### config.mk
export PLATFORM = sky130hd
export DESIGN_NAME = serdes_reg_master
export DESIGN_NICKNAME = d
export VERILOG_FILES = /design/src/rtl/sra_pkg.sv /design/src/rtl/sra_addr_map.sv /design/src/rtl/sra_poll_counter.sv /design/src/rtl/sra_backoff.sv /design/src/rtl/serdes_reg_master.sv
export SDC_FILE = /design/constraint.sdc
export NUM_CORES = 1
export LEC_CHECK = 0
export BUFFER_PORTS_ARGS = -buffer_cell sky130_fd_sc_hd__buf_2
export CELL_PAD_IN_SITES_DETAIL_PLACEMENT = 0
export CELL_PAD_IN_SITES_GLOBAL_PLACEMENT = 2
export CORE_MARGIN = 10
export CORE_UTILIZATION = 30
export CTS_CLUSTER_DIAMETER = 50
export DETAILED_ROUTE_END_ITERATION = 6
export GPL_ROUTABILITY_DRIVEN = 1
export GPL_TIMING_DRIVEN = 0
export PLACE_DENSITY = 0.83
export SLEW_MARGIN = 40
export SYNTH_ARGS = -nofsm -noshare
export SYNTH_HDL_FRONTEND = slang
export SYNTH_SLANG_ARGS = --single-unit
### constraint.sdc
create_clock -name clk -period 6.2 [get_ports clk]
set_input_delay 0.31 -clock clk [delete_from_list [all_inputs] [get_ports clk]]
set_output_delay 0.31 -clock clk [all_outputs]
set_load 0.05 [all_outputs]
### src/rtl/sra_pkg.sv
package sra_pkg;

  typedef enum logic [1:0] {
    ST_IDLE,
    ST_MAP,
    ST_ACC,
    ST_WAIT
  } state_e;

  typedef enum logic [2:0] {
    SP_POLL_A,
    SP_SET_ADDR,
    SP_SET_DATA,
    SP_KICK,
    SP_POLL_B,
    SP_FETCH
  } step_e;

  localparam logic [15:0] CTL_REG  = 16'h80A0;
  localparam logic [15:0] ADDR_REG = 16'h80A1;
  localparam logic [15:0] DATA_REG = 16'h80A2;
  localparam int BUSY_BIT  = 0;
  localparam int WRITE_BIT = 1;

  function automatic logic [15:0] reg_of(step_e s);
    case (s)
      SP_SET_ADDR:          return ADDR_REG;
      SP_SET_DATA, SP_FETCH: return DATA_REG;
      default:              return CTL_REG;
    endcase
  endfunction

  function automatic logic step_writes(step_e s);
    return (s == SP_SET_ADDR) || (s == SP_SET_DATA) || (s == SP_KICK);
  endfunction

endpackage

### src/rtl/sra_addr_map.sv
module sra_addr_map #(
  parameter int PHY_W = 3,
  parameter int RA_W  = 16,
  parameter int BA_W  = 32,
  parameter int BD_W  = 32,
  parameter logic [BA_W-1:0] BASE_ADDR  = BA_W'(32'hFFF5_8000),
  parameter logic [BA_W-1:0] PHY_STRIDE = BA_W'(32'h0000_1000),
  parameter logic [BA_W-1:0] WIN_OFF    = BA_W'(32'h0000_0800),
  parameter int ALT_PHY  = 5,
  parameter int LANE_DEV = 5,
  parameter int ALT_DEV  = 31,
  parameter int DEV_W    = 5,
  parameter int WIN_AW   = 9
) (
  input  logic [PHY_W-1:0] phy,
  input  logic [RA_W-1:0]  reg_addr,
  output logic [BA_W-1:0]  map_addr,
  output logic [BD_W-1:0]  map_word,
  output logic [BA_W-1:0]  acc_addr
);
  localparam int PAGE_W = RA_W - WIN_AW;

  logic [BA_W-1:0]   phy_base;
  logic [DEV_W-1:0]  dev;
  logic [PAGE_W-1:0] page;

  assign phy_base = BASE_ADDR + (BA_W'(phy) * PHY_STRIDE);
  assign dev      = (phy == PHY_W'(ALT_PHY)) ? DEV_W'(ALT_DEV) : DEV_W'(LANE_DEV);
  assign page     = reg_addr[RA_W-1:WIN_AW];
  assign map_addr = phy_base + WIN_OFF;
  assign map_word = BD_W'({dev, page});
  assign acc_addr = phy_base | (BA_W'(reg_addr[WIN_AW-1:0]) << 2);

endmodule

### src/rtl/sra_poll_counter.sv
module sra_poll_counter #(
  parameter int LIMIT = 8
) (
  input  logic clk,
  input  logic rst,
  input  logic clr,
  input  logic hit,
  output logic last
);
  localparam int CW = $clog2(LIMIT + 1);

  logic [CW-1:0] cnt_q;

  always_ff @(posedge clk) begin
    if (rst || clr) cnt_q <= '0;
    else if (hit)   cnt_q <= cnt_q + CW'(1);
  end

  assign last = (cnt_q == CW'(LIMIT - 1));

endmodule

### src/rtl/sra_backoff.sv
module sra_backoff #(
  parameter int CYCLES = 4
) (
  input  logic clk,
  input  logic rst,
  input  logic load,
  output logic expired
);
  localparam int CW = $clog2(CYCLES + 1);

  logic [CW-1:0] cnt_q;

  always_ff @(posedge clk) begin
    if (rst)                cnt_q <= '0;
    else if (load)          cnt_q <= CW'(CYCLES - 1);
    else if (cnt_q != '0)   cnt_q <= cnt_q - CW'(1);
  end

  assign expired = (cnt_q == '0);

endmodule

### src/rtl/serdes_reg_master.sv
module serdes_reg_master
  import sra_pkg::*;
#(
  parameter int PHY_W = 3,
  parameter int RA_W  = 16,
  parameter int RD_W  = 16,
  parameter int BA_W  = 32,
  parameter int BD_W  = 32,
  parameter logic [BA_W-1:0] BASE_ADDR  = BA_W'(32'hFFF5_8000),
  parameter logic [BA_W-1:0] PHY_STRIDE = BA_W'(32'h0000_1000),
  parameter logic [BA_W-1:0] WIN_OFF    = BA_W'(32'h0000_0800),
  parameter int ALT_PHY    = 5,
  parameter int LANE_DEV   = 5,
  parameter int ALT_DEV    = 31,
  parameter int BACKOFF    = 4,
  parameter int POLL_LIMIT = 8
) (
  input  logic             clk,
  input  logic             rst,
  input  logic             req_valid,
  output logic             req_ready,
  input  logic             req_write,
  input  logic [PHY_W-1:0] req_phy,
  input  logic [RA_W-1:0]  req_addr,
  input  logic [RD_W-1:0]  req_wdata,
  output logic             rsp_valid,
  output logic [RD_W-1:0]  rsp_rdata,
  output logic             timeout_flag,
  output logic             m_req,
  output logic             m_we,
  output logic [BA_W-1:0]  m_addr,
  output logic [BD_W-1:0]  m_wdata,
  input  logic             m_ack,
  input  logic [BD_W-1:0]  m_rdata
);

  initial begin
    if (BACKOFF < 1 || POLL_LIMIT < 1 || RA_W < 10) $error("bad parameters");
  end

  state_e st_q, st_d;
  step_e  step_q, step_d, issue_sp;
  logic   issue;

  logic             wr_q;
  logic [PHY_W-1:0] phy_q, phy_sel;
  logic [RA_W-1:0]  addr_q;
  logic [RD_W-1:0]  wdata_q;
  logic             capture;

  logic             m_req_d, m_we_d, rsp_v_d, to_d, rdy_d;
  logic [BA_W-1:0]  m_addr_d;
  logic [BD_W-1:0]  m_wdata_d, acc_wdata;
  logic [RD_W-1:0]  rsp_d;

  logic [RA_W-1:0]  tgt_reg;
  logic [BA_W-1:0]  map_addr, acc_addr;
  logic [BD_W-1:0]  map_word;

  logic poll_clr, poll_hit, poll_last;
  logic wait_load, wait_done;

  assign phy_sel = (st_q == ST_IDLE) ? req_phy : phy_q;
  assign tgt_reg = issue ? RA_W'(reg_of(issue_sp)) : RA_W'(reg_of(step_q));

  sra_addr_map #(
    .PHY_W(PHY_W), .RA_W(RA_W), .BA_W(BA_W), .BD_W(BD_W),
    .BASE_ADDR(BASE_ADDR), .PHY_STRIDE(PHY_STRIDE), .WIN_OFF(WIN_OFF),
    .ALT_PHY(ALT_PHY), .LANE_DEV(LANE_DEV), .ALT_DEV(ALT_DEV)
  ) u_map (
    .phy(phy_sel), .reg_addr(tgt_reg),
    .map_addr(map_addr), .map_word(map_word), .acc_addr(acc_addr)
  );

  sra_poll_counter #(.LIMIT(POLL_LIMIT)) u_polls (
    .clk(clk), .rst(rst), .clr(poll_clr), .hit(poll_hit), .last(poll_last)
  );

  sra_backoff #(.CYCLES(BACKOFF)) u_backoff (
    .clk(clk), .rst(rst), .load(wait_load), .expired(wait_done)
  );

  always_comb begin
    acc_wdata = '0;
    case (step_q)
      SP_SET_ADDR: acc_wdata = BD_W'(addr_q);
      SP_SET_DATA: acc_wdata = BD_W'(wdata_q);
      SP_KICK:     acc_wdata = (BD_W'(1) << BUSY_BIT) | (BD_W'(wr_q) << WRITE_BIT);
      default:     acc_wdata = '0;
    endcase
  end

  always_comb begin
    st_d      = st_q;
    step_d    = step_q;
    issue     = 1'b0;
    issue_sp  = step_q;
    capture   = 1'b0;
    poll_clr  = 1'b0;
    poll_hit  = 1'b0;
    wait_load = 1'b0;
    m_req_d   = m_req;
    m_we_d    = m_we;
    m_addr_d  = m_addr;
    m_wdata_d = m_wdata;
    rsp_v_d   = 1'b0;
    rsp_d     = rsp_rdata;
    to_d      = timeout_flag;

    case (st_q)
      ST_IDLE: begin
        if (req_valid) begin
          capture  = 1'b1;
          poll_clr = 1'b1;
          issue    = 1'b1;
          issue_sp = SP_POLL_A;
        end
      end
      ST_MAP: begin
        if (m_ack) begin
          st_d      = ST_ACC;
          m_we_d    = step_writes(step_q);
          m_addr_d  = acc_addr;
          m_wdata_d = acc_wdata;
        end
      end
      ST_ACC: begin
        if (m_ack) begin
          case (step_q)
            SP_POLL_A, SP_POLL_B: begin
              if (m_rdata[BUSY_BIT]) begin
                poll_hit = 1'b1;
                m_req_d  = 1'b0;
                if (poll_last) begin
                  to_d    = 1'b1;
                  rsp_v_d = 1'b1;
                  rsp_d   = '0;
                  st_d    = ST_IDLE;
                end else begin
                  wait_load = 1'b1;
                  st_d      = ST_WAIT;
                end
              end else begin
                poll_clr = 1'b1;
                issue    = 1'b1;
                issue_sp = (step_q == SP_POLL_A) ? SP_SET_ADDR : SP_FETCH;
              end
            end
            SP_SET_ADDR: begin
              issue    = 1'b1;
              issue_sp = wr_q ? SP_SET_DATA : SP_KICK;
            end
            SP_SET_DATA: begin
              issue    = 1'b1;
              issue_sp = SP_KICK;
            end
            SP_KICK: begin
              if (wr_q) begin
                m_req_d = 1'b0;
                rsp_v_d = 1'b1;
                rsp_d   = '0;
                st_d    = ST_IDLE;
              end else begin
                issue    = 1'b1;
                issue_sp = SP_POLL_B;
              end
            end
            default: begin
              m_req_d = 1'b0;
              rsp_v_d = 1'b1;
              rsp_d   = m_rdata[RD_W-1:0];
              st_d    = ST_IDLE;
            end
          endcase
        end
      end
      default: begin
        if (wait_done) begin
          issue    = 1'b1;
          issue_sp = step_q;
        end
      end
    endcase

    if (issue) begin
      st_d      = ST_MAP;
      step_d    = issue_sp;
      m_req_d   = 1'b1;
      m_we_d    = 1'b1;
      m_addr_d  = map_addr;
      m_wdata_d = map_word;
    end
    rdy_d = (st_d == ST_IDLE);
  end

  always_ff @(posedge clk) begin
    if (rst) begin
      st_q         <= ST_IDLE;
      step_q       <= SP_POLL_A;
      wr_q         <= 1'b0;
      phy_q        <= '0;
      addr_q       <= '0;
      wdata_q      <= '0;
      req_ready    <= 1'b1;
      rsp_valid    <= 1'b0;
      rsp_rdata    <= '0;
      timeout_flag <= 1'b0;
      m_req        <= 1'b0;
      m_we         <= 1'b0;
      m_addr       <= '0;
      m_wdata      <= '0;
    end else begin
      st_q         <= st_d;
      step_q       <= step_d;
      req_ready    <= rdy_d;
      rsp_valid    <= rsp_v_d;
      rsp_rdata    <= rsp_d;
      timeout_flag <= to_d;
      m_req        <= m_req_d;
      m_we         <= m_we_d;
      m_addr       <= m_addr_d;
      m_wdata      <= m_wdata_d;
      if (capture) begin
        wr_q    <= req_write;
        phy_q   <= req_phy;
        addr_q  <= req_addr;
        wdata_q <= req_wdata;
      end
    end
  end

endmodule

==> metrics.csv, run 1 <==
stage,metric,value,unit
clocking,root buf cell,clkbuf_16,
worst_setup_path,CP peak stage delay,430,ps
route,DRC Markers,0,
route,DRT Wirelength,13600,microns
power,Sequential Power Share,0.414,
worst_setup_path,critical path startpoint category,flip-flop,
clocking,clk slew on worst S/H paths,60,ps
finish,Fill cells,1505,
sta,skew final,5.80,ps
worst_setup_path,reg2reg start,st_q[0],
route,WL/cell,15.9,microns
synth,"Seq/Total Area, Yosys",0.429,
clocking,maximum number of buffers from clock root to sink,2,
sta,worst rel slew slack,0.547,
worst_setup_path,family with the most delay on the worst path,buffers and inverters,
synth,Post-synth EDFFs,0,
placement,PortBufs,113,
worst_setup_path,reg2reg setup slack,3870,ps
power,share of total power in the clock network,0.315,
worst_setup_path,FF-to-FF End,m_addr[9],
power,Leak,2.41,nW
finish,Area Growth Syn to Fin,26.5,%
synth,Netlist cell types,51,
sta,FMAX,429,MHz
finish,final core occ,0.391,
clocking,Post-CTS Setup Bufs,0,
power,Worst IR Drop VDD,129,uV
sta,final setup vio count,0,
power,Int Pwr,1.07,mW
synth,Main synth FF type,dfxtp_1,
worst_setup_path,CP required,6400,ps
clocking,clk_lat worst skew,340,ps
worst_setup_path,CP Buf/Inv Count,4,
global_routing,initial antenna violation count,0,
placement,Detail Placement HPWL,10700,microns
worst_setup_path,cell mode on critical path,buf_2,
global_routing,largest net degree at the start of global routing,17,
synth,post-synthesis area per instance,8.28,sq um
floorplan,core area,14000,sq um
sta,Final min period,2330,ps
global_routing,vias in the first global route,4170,
global_routing,global-route wire length before repair,21700,microns
route,drt initial violations,145,
route,vias post-DR,4066,
synth,Mapped Area,4340,sq um
synth,YS warnings,0,
worst_setup_path,r2r worst-path depth,9,
synth,Synth top cells by count,"dfxtp_1, nand2_1, a21oi_1, buf_4, nand3_1",
power,Gate power share,0.271,
synth,dominant cell type by area after synthesis,dfxtp_1,
route,vias per cell,4.76,
route,"antenna viol nets, final",0,
route,Pre-antenna DRT Iters,4,
global_routing,Total GRT Usage,0.135,
floorplan,chip width,140,microns
finish,nets,751,
clocking,H-tree levels,3,
synth,Synth area leaders,"dfxtp_1, a21oi_1, nand2_1, buf_4, a22o_1",
min_path,worst hold path type,primary input to flip-flop,
placement,dpl ws,3880,ps
power,Switching Share,0.342,
finish,Seq. cell area,1860,sq um
placement,Placed Instances,841,
finish,Multi-input gate area,2020,sq um
worst_setup_path,Setup crit end,m_addr[9],
clocking,CTS tree,built,
finish,proportion of layout cells with a drive suffix above 1,0.284,
worst_setup_path,crit path launch,st_q[0],
floorplan,DIE AREA,19700,sq um
power,Power Dens Cells,296,nW/um^2
placement,placed inst area,5220,sq um
finish,Finished Layout Cells,855,
sta,"Hold Vio Cnt, Final",0,
synth,Mapped Cells,524,
power,sw power,555,uW
sta,Final Slew Violations,0,
synth,Synth async-reset ratio,0,
floorplan,die height,140,microns
synth,most frequent cell after synthesis,dfxtp_1,
sta,RSZ-0062 raised after global routing,no,
global_routing,GR Overflow Total,0,
worst_setup_path,WP depth,9,
worst_setup_path,crit-path cells,inv_1 > ha_1 > buf_2 > and2_1 > clkbuf_1 > nor2_1 > a211oi_4 > buf_2 > nor3_1,
sta,Worst Tran Pin Value,679,ps
worst_setup_path,critical path arrival,2530,ps
synth,synthesis-stage register bit count,93,
worst_setup_path,endpoint class of the critical path,flip-flop,
power,total power,1.62,mW
job,Max-Cap Viols,0,
worst_setup_path,Crit-path slowest cell,a211oi_4,
placement,RD Place Congestion,0.829,
clocking,Inserted Clock Buffers,9,
floorplan,Initial Util,0.309,
sta,worst hold slack,197,ps
clocking,post_cts resized,0,
synth,share of the synthesized area in the top cell type,0.429,
finish,final instance area,5480,sq um
floorplan,I/O pin count,157,
clocking,total clock sinks,93,
sta,Tcrit/Tclk final,0.376,
finish,n_diodes,0,
sta,Final Worst Setup Slack,3870,ps
worst_setup_path,kind of critical path,flip-flop to flip-flop,
clocking,"Hold-fix buffers, CTS",0,
floorplan,row count,43,
worst_setup_path,CP Max Fanout,10,
outcome,outcome,completed,
sta,final setup TNS,0,ps
[layout make-up]
class | instances | share of cell area
repair buffers | 113 | 0.103
clock inverters | 2 | 0.00183
flip-flops and latches | 93 | 0.339
well taps | 180 | 0.0411
clock buffers | 12 | 0.0468
multi-input cells | 366 | 0.368
plain buffers | 78 | 0.0924
inverters | 11 | 0.00753
[registers in the layout, summed over array words and instances, names as in the netlist, 2 cells and up]
signal and count:
step_q 3, u_backoff.cnt_q 3, rsp_rdata 16, m_wdata 16
st_q 2, addr_q 16, wdata_q 16, m_addr 8
phy_q 3, u_polls.cnt_q 4
[power by group through the flow]
| stage | clock [mW] | sequential, mW | combinational [mW] |
|---|---|---|---|
| 2_1_floorplan | 0 | 0.724 | 0.290 |
| 3_3_place_gp | 0 | 0.684 | 0.436 |
| 3_5_place_dp | 0 | 0.686 | 0.441 |
| 4_1_cts | 0.527 | 0.672 | 0.442 |
| 5_1_grt | 0.549 | 0.678 | 0.478 |
| 6_report | 0.511 | 0.672 | 0.439 |
[cells in the final DEF, fill, tap and decap left out, types with 10 or more instances in the layout]
cell type | Yosys | routed
nor3_1 | 24 | 24
clkbuf_1 | 23 | 24
dfxtp_1 | 93 | 93
a22oi_1 | 10 | 10
nor2_1 | 20 | 20
nand3_1 | 25 | 25
conb_1 | 1 | 25
buf_2 | 6 | 119
nand2b_1 | 19 | 19
buf_4 | 43 | 43
nand2_1 | 90 | 90
a22o_1 | 15 | 15
a21oi_1 | 70 | 70
inv_1 | 11 | 11
[cell families after synthesis]
kind of cell,Yosys count,synth area share
compound gates,131,0.199
xor+xnor,1,0.00202
fa+ha+maj,7,0.0202
buf+inv,89,0.126
flops,93,0.429
mux,3,0.00721
other cells,1,0.000865
simple gates,199,0.215
[per-layer routing]
layer	track usage	routed length, microns
met1	0.158	6000
met2	0.227	6390
met3	0.0436	942
met4	0.0484	261
met5	0	0
[worst reg2reg max path: stages (launching register included)]
cell      delay [ps]
dfxtp_1          360
inv_1            100
ha_1             150
buf_2            200
and2_1           150
clkbuf_1         260
nor2_1           140
a211oi_4         430
buf_2            320
nor3_1            80
[how the worst min path moves through the flow]
stage,from,endpoint,slack [ps],cells after the start
after floorplan,addr_q[1],addr_q[1],430,2
after global placement,phy_q[2],phy_q[2],440,2
after detailed placement,wdata_q[7],wdata_q[7],450,2
after CTS,req_wdata[10],wdata_q[10],190,3
after global routing,req_wdata[13],wdata_q[13],200,3
final,req_wdata[10],wdata_q[10],200,3
No activity file was read; power rests on OpenSTA's default activity.
==> run 2, diff against run 1 <==
- CORE_UTILIZATION: 30 -> 28
- PLACE_DENSITY: 0.83 -> 0.78
- clock period: 6.2 -> 2.3 ns (I/O delays scaled with it)
==> metrics.csv, run 2 (same netlist as run 1, synthesis figures left out) <==
stage,metric,value,unit,change
outcome,outcome,completed,,
min_path,worst hold path type,primary input to flip-flop,,
route,"antenna viol nets, final",0,,unchanged
global_routing,global-route wire length before repair,21500,microns,-0.64%
worst_setup_path,CP required,2520,ps,-3880 ps
min_path,worst hold path depth,3,,unchanged
finish,"leading cell types in the layout, fill and taps excluded","buf_2, dfxtp_1, nand2_1",,
worst_setup_path,r2r worst-path depth,9,,unchanged
finish,Area Growth Syn to Fin,31.5,%,
power,Int Pwr,2.92,mW,+170%
placement,Detail Placement HPWL,10900,microns,+1.4%
finish,final instance area,5700,sq um,+4.0%
finish,final core occ,0.375,,-0.0153
global_routing,GR Overflow Total,0,,unchanged
min_path,WHS Endpoint,addr_q[8],,
clocking,clk slew on worst S/H paths,70,ps,about the same
power,sw power,1.54,mW,+180%
worst_setup_path,critical path startpoint category,flip-flop,,
floorplan,Initial Util,0.285,,-0.0236
sta,Tcrit/Tclk final,0.900,,+0.524
placement,Placed Instances,849,,+0.95%
finish,n_diodes,0,,unchanged
sta,"Hold Vio Cnt, Final",0,,unchanged
placement,RD Place Congestion,0.804,,-3.0%
sta,skew final,11.7,ps,+5.89 ps
finish,Finished Layout Cells,882,,+3.2%
clocking,maximum number of buffers from clock root to sink,2,,unchanged
sta,Final Slew Violations,0,,unchanged
floorplan,core area,15200,sq um,+8.3%
sta,worst rel slew slack,0.570,,+0.0233
floorplan,row count,45,,+4.7%
sta,final setup vio count,0,,unchanged
power,Worst IR Drop VDD,370,uV,+190%
finish,"most common cell after layout, fill and taps aside",buf_2,,
sta,Final Worst Setup Slack,229,ps,-3640 ps
job,Max-Cap Viols,0,,unchanged
finish,proportion of layout cells with a drive suffix above 1,0.288,,+0.00374
floorplan,DIE AREA,20900,sq um,+6.1%
power,Power Dens Cells,780,nW/um^2,+160%
power,share of total power in the clock network,0.320,,+0.005
power,Switching Share,0.345,,+0.00262
power,Leak,2.51,nW,+3.9%
global_routing,largest net degree at the start of global routing,17,,unchanged
worst_setup_path,reg2reg setup slack,230,ps,-3640 ps
worst_setup_path,crit path launch,st_q[0],,
worst_setup_path,endpoint class of the critical path,flip-flop,,
route,Pre-antenna DRT Iters,6,,+2
clocking,total clock sinks,93,,unchanged
sta,Worst Tran Pin Value,644,ps,-34.9 ps
min_path,Hold Crit Start,req_addr[8],,
power,Sequential Power Share,0.407,,-0.007
worst_setup_path,CP Max Fanout,10,,unchanged
clocking,clk_lat worst skew,360,ps,+20 ps
clocking,Inserted Clock Buffers,9,,unchanged
worst_setup_path,critical path arrival,2290,ps,-240 ps
placement,dpl ws,-38.6,ps,-3920 ps
clocking,CTS tree,built,,
global_routing,Total GRT Usage,0.132,,-0.00332
route,vias per cell,4.58,,-3.8%
route,drt initial violations,201,,+39%
clocking,H-tree levels,3,,unchanged
placement,PortBufs,113,,unchanged
placement,placed inst area,5230,sq um,+0.19%
route,WL/cell,15.6,microns,-2.0%
route,DRT Wirelength,13700,microns,+1.1%
worst_setup_path,kind of critical path,flip-flop to flip-flop,,
floorplan,chip width,144,microns,+3.0%
sta,FMAX,483,MHz,+13%
finish,Fill cells,1622,,+7.8%
worst_setup_path,reg2reg start,st_q[0],,
clocking,root buf cell,clkbuf_16,,
sta,Final min period,2070,ps,-261 ps
worst_setup_path,FF-to-FF End,m_wdata[7],,
route,DRC Markers,0,,unchanged
global_routing,initial antenna violation count,0,,unchanged
power,Gate power share,0.273,,+0.002
floorplan,die height,144,microns,+3.0%
route,vias post-DR,4036,,-0.74%
finish,nets,769,,+2.4%
floorplan,I/O pin count,157,,unchanged
power,total power,4.45,mW,+170%
global_routing,vias in the first global route,4157,,-0.31%
sta,RSZ-0062 raised after global routing,no,,
[run 2: changes by cell type in the layout (fill, tap and decap cells not counted), sizes merged]
cell	previous run	this run
clkbuf	35	32
clkinv	2	3
inv	11	12
buf	168	171
dlygate4sd3	0	17
[run 2: critical path, stage by stage (launching register included)]
cell and delay [ps]:
dfxtp_1 410, inv_1 90, ha_1 200, buf_2 170
and2_2 240, a211oi_2 280, a211oi_4 90, buf_6 170
a221oi_1 230, nor2_1 70
[run 2: area by class of cell]
cell class                 instances  area [sq um]  share of cell area
inverter                          11          41.3             0.00724
sequential                        93          1860               0.326
tap                              188           235              0.0412
clock buffer                      11           253              0.0443
timing repair buffer             133           758               0.133
buffer                            76           499              0.0875
multi-input combinational        366          2020               0.355
clock inverter                     4          31.3             0.00548
[run 2: through the flow]
stage / setup TNS (ps) / hold WS, ps
detailed placement: -316 / 366
global route: 0 / 4.46
global placement: -120 / 360
finish: 0 / 14.0
floorplan: 0 / 251
CTS: 0 / 0.924
[run 2: worst max path at each step]
stage / endpoint / slack, ps / cells after the start
after floorplan: m_addr[13] / 340 / 10
after global placement: m_wdata[14] / -10 / 8
after detailed placement: m_addr[9] / -40 / 8
after CTS: m_addr[13] / 20 / 9
after global routing: m_wdata[7] / 60 / 9
final: m_wdata[7] / 230 / 9
[run 2: power groups by stage]
| stage | clock (mW) | combinational (mW) | sequential, mW |
|---|---|---|---|
| after floorplan | 0 | 0.783 | 1.95 |
| after global routing | 1.54 | 1.33 | 1.83 |
| after CTS | 1.48 | 1.23 | 1.81 |
| final | 1.42 | 1.22 | 1.81 |
| after detailed placement | 0 | 1.19 | 1.85 |
| after global placement | 0 | 1.18 | 1.84 |
[run 2: what timing repair did]
item                       4_1_cts  5_1_grt
resized for setup                0        3
setup buffers                    3        0
hold buffers                    17        0
hold endpoints to repair        17        0
setup endpoints to repair       13       24
pin swaps                        1        0
[run 2: layer usage]
layer,share of wire,wire [microns],global-route usage,vias up
met1,0.43,5860,0.150,1839
met2,0.48,6640,0.223,115
met5,0,0,0,-
met3,0.074,1010,0.0499,15
li1,-,-,-,2067
met4,0.017,232,0.0415,0
==> run 3, diff against run 2 <==
==> constraint.sdc (replaced) <==
create_clock -name clk -period 2.3 [get_ports clk]
set_input_delay 0.345 -clock clk [delete_from_list [all_inputs] [get_ports clk]]
set_output_delay 0.345 -clock clk [all_outputs]
set_load 0.05 [all_outputs]
==> metrics.csv, run 3 (same netlist as run 1, synthesis figures left out) <==
stage,metric,value,unit,change
power,sw power,1.54,mW,about the same
min_path,worst hold path depth,3,,unchanged
clocking,"Hold-fix buffers, CTS",0,,-17
global_routing,GR Overflow Total,0,,unchanged
global_routing,grt met2 use,0.220,,-0.00362
placement,Detail Placement HPWL,10900,microns,unchanged
route,Pre-antenna DRT Iters,4,,-2
placement,PortBufs,113,,unchanged
sta,RSZ-0062 raised after global routing,no,,
route,vias post-DR,3997,,-0.97%
route,DRT Wirelength,13700,microns,-0.40%
finish,n_diodes,0,,unchanged
floorplan,row count,45,,unchanged
power,Gate power share,0.270,,-0.003
finish,Fill cells,1636,,+0.86%
sta,Final Slew Violations,0,,unchanged
route,WL/cell,15.8,microns,+1.6%
route,"antenna viol nets, final",0,,unchanged
global_routing,largest net degree at the start of global routing,17,,unchanged
power,Int Pwr,2.90,mW,-0.64%
placement,RD Place Congestion,0.804,,unchanged
global_routing,vias in the first global route,4078,,-1.9%
power,Power Dens Cells,801,nW/um^2,+2.6%
clocking,H-tree levels,3,,unchanged
sta,worst rel slew slack,0.567,,-0.00330
clocking,clk_lat worst skew,350,ps,about the same
power,Sequential Power Share,0.409,,+0.002
clocking,total clock sinks,93,,unchanged
worst_setup_path,endpoint class of the critical path,flip-flop,,
worst_setup_path,kind of critical path,flip-flop to flip-flop,,
power,Leak,2.44,nW,-2.8%
sta,"Hold Vio Cnt, Final",0,,unchanged
global_routing,M1 GR Usage,0.149,,-0.00137
sta,Tcrit/Tclk final,0.910,,+0.00981
sta,Worst Tran Pin Value,649,ps,+4.95 ps
worst_setup_path,reg2reg setup slack,210,ps,-20 ps
finish,final instance area,5530,sq um,-3.0%
floorplan,DIE AREA,20900,sq um,unchanged
finish,Area Growth Syn to Fin,27.6,%,
min_path,worst hold path type,primary input to flip-flop,,
worst_setup_path,critical path startpoint category,flip-flop,,
worst_setup_path,CP required,2520,ps,about the same
worst_setup_path,r2r worst-path depth,9,,unchanged
sta,skew final,12.4,ps,+0.670 ps
floorplan,core area,15200,sq um,unchanged
min_path,Hold Crit Start,req_wdata[1],,
power,share of total power in the clock network,0.321,,about the same
worst_setup_path,critical path arrival,2320,ps,+30 ps
route,drt initial violations,223,,+11%
sta,Final min period,2090,ps,+22.6 ps
sta,FMAX,478,MHz,-1.1%
min_path,WHS Endpoint,wdata_q[1],,
sta,final setup vio count,0,,unchanged
global_routing,global-route layer with the greatest usage,met2,,
worst_setup_path,CP Max Fanout,10,,unchanged
power,Switching Share,0.346,,+0.00145
clocking,CTS tree,built,,
clocking,maximum number of buffers from clock root to sink,2,,unchanged
route,DRC Markers,0,,unchanged
placement,placed inst area,5230,sq um,unchanged
outcome,outcome,completed,,
worst_setup_path,FF-to-FF End,m_wdata[7],,
floorplan,chip width,144,microns,unchanged
job,Max-Cap Viols,0,,unchanged
global_routing,met3 usage in global routing,0.0505,,+0.000656
finish,proportion of layout cells with a drive suffix above 1,0.295,,+0.00724
global_routing,global-route wire length before repair,21200,microns,-1.3%
floorplan,die height,144,microns,unchanged
clocking,clk slew on worst S/H paths,70,ps,about the same
worst_setup_path,reg2reg start,st_q[0],,
global_routing,Total GRT Usage,0.131,,-0.00137
finish,"most common cell after layout, fill and taps aside",buf_2,,
global_routing,initial antenna violation count,0,,unchanged
clocking,root buf cell,clkbuf_16,,
finish,nets,752,,-2.2%
floorplan,I/O pin count,157,,unchanged
floorplan,Initial Util,0.285,,unchanged
power,total power,4.43,mW,-0.42%
clocking,Inserted Clock Buffers,9,,unchanged
finish,"leading cell types in the layout, fill and taps excluded","buf_2, dfxtp_1, nand2_1",,
route,vias per cell,4.62,,+0.98%
power,Worst IR Drop VDD,368,uV,-0.52%
run 3: cell count changes in the layout (fill, tap and decap cells not counted):
| cell | before | now |
|---|---|---|
| dlygate4sd3_1 | 17 | 0 |
run 3: stage by stage:
stage	setup WS (ps)	setup TNS (ps)	util	hold slack, ps	instances
detailed placement	-38.6	-316	0.344	447	849
floorplan	336	0	-	434	548
CTS	20.2	0	0.364	212	867
global route	61.0	0	0.364	226	865
global placement	-14.9	-120	0.344	443	849
finish	207	0	0.364	225	865
run 3: per-layer routing:
metal  up-vias  wire length, microns
li1       2037                     -
met1      1826                  5940
met2       120                  6550
met3        14                   973
met4         0                   220
met5         -                     0
run 3: worst max-delay path by stage:
stage                     cells after the start  startpoint           to  slack, ps
after global routing                          9     st_q[0]   m_wdata[7]         60
after CTS                                     9     st_q[0]   m_addr[13]         20
after global placement                        8     st_q[0]  m_wdata[14]        -10
after floorplan                              10     st_q[0]   m_addr[13]        340
final                                         9     st_q[0]   m_wdata[7]        210
after detailed placement                      8     st_q[0]    m_addr[9]        -40
run 3: area by class of cell:
type	instances	area, sq um	share of cell area
timing repair buffer	116	588	0.106
clock inverter	4	31.3	0.00565
buffer	76	499	0.0902
inverter	11	41.3	0.00746
tap	188	235	0.0425
sequential	93	1860	0.336
clock buffer	11	253	0.0457
multi-input combinational	366	2020	0.366
run 3: power groups by stage:
stage	clock [mW]	combinational, mW	sequential [mW]
detailed placement	0	1.19	1.85
floorplan	0	0.783	1.95
global placement	0	1.18	1.84
finish	1.42	1.20	1.81
global route	1.54	1.30	1.83
CTS	1.48	1.20	1.81
run 3: what timing repair did:
action                                  in CTS  in global routing
pin swaps                                    1                  0
gates cloned                                 0                  0
gates resized for setup                      0                  3
endpoints found under the setup margin      13                 24
buffers inserted                             3                  0
run 3: critical path, stage by stage (launching register included):
cell,delay [ps]
dfxtp_1,420
inv_1,90
ha_1,200
buf_2,170
and2_2,240
a211oi_2,280
a211oi_4,90
buf_6,170
a221oi_1,230
nor2_1,70
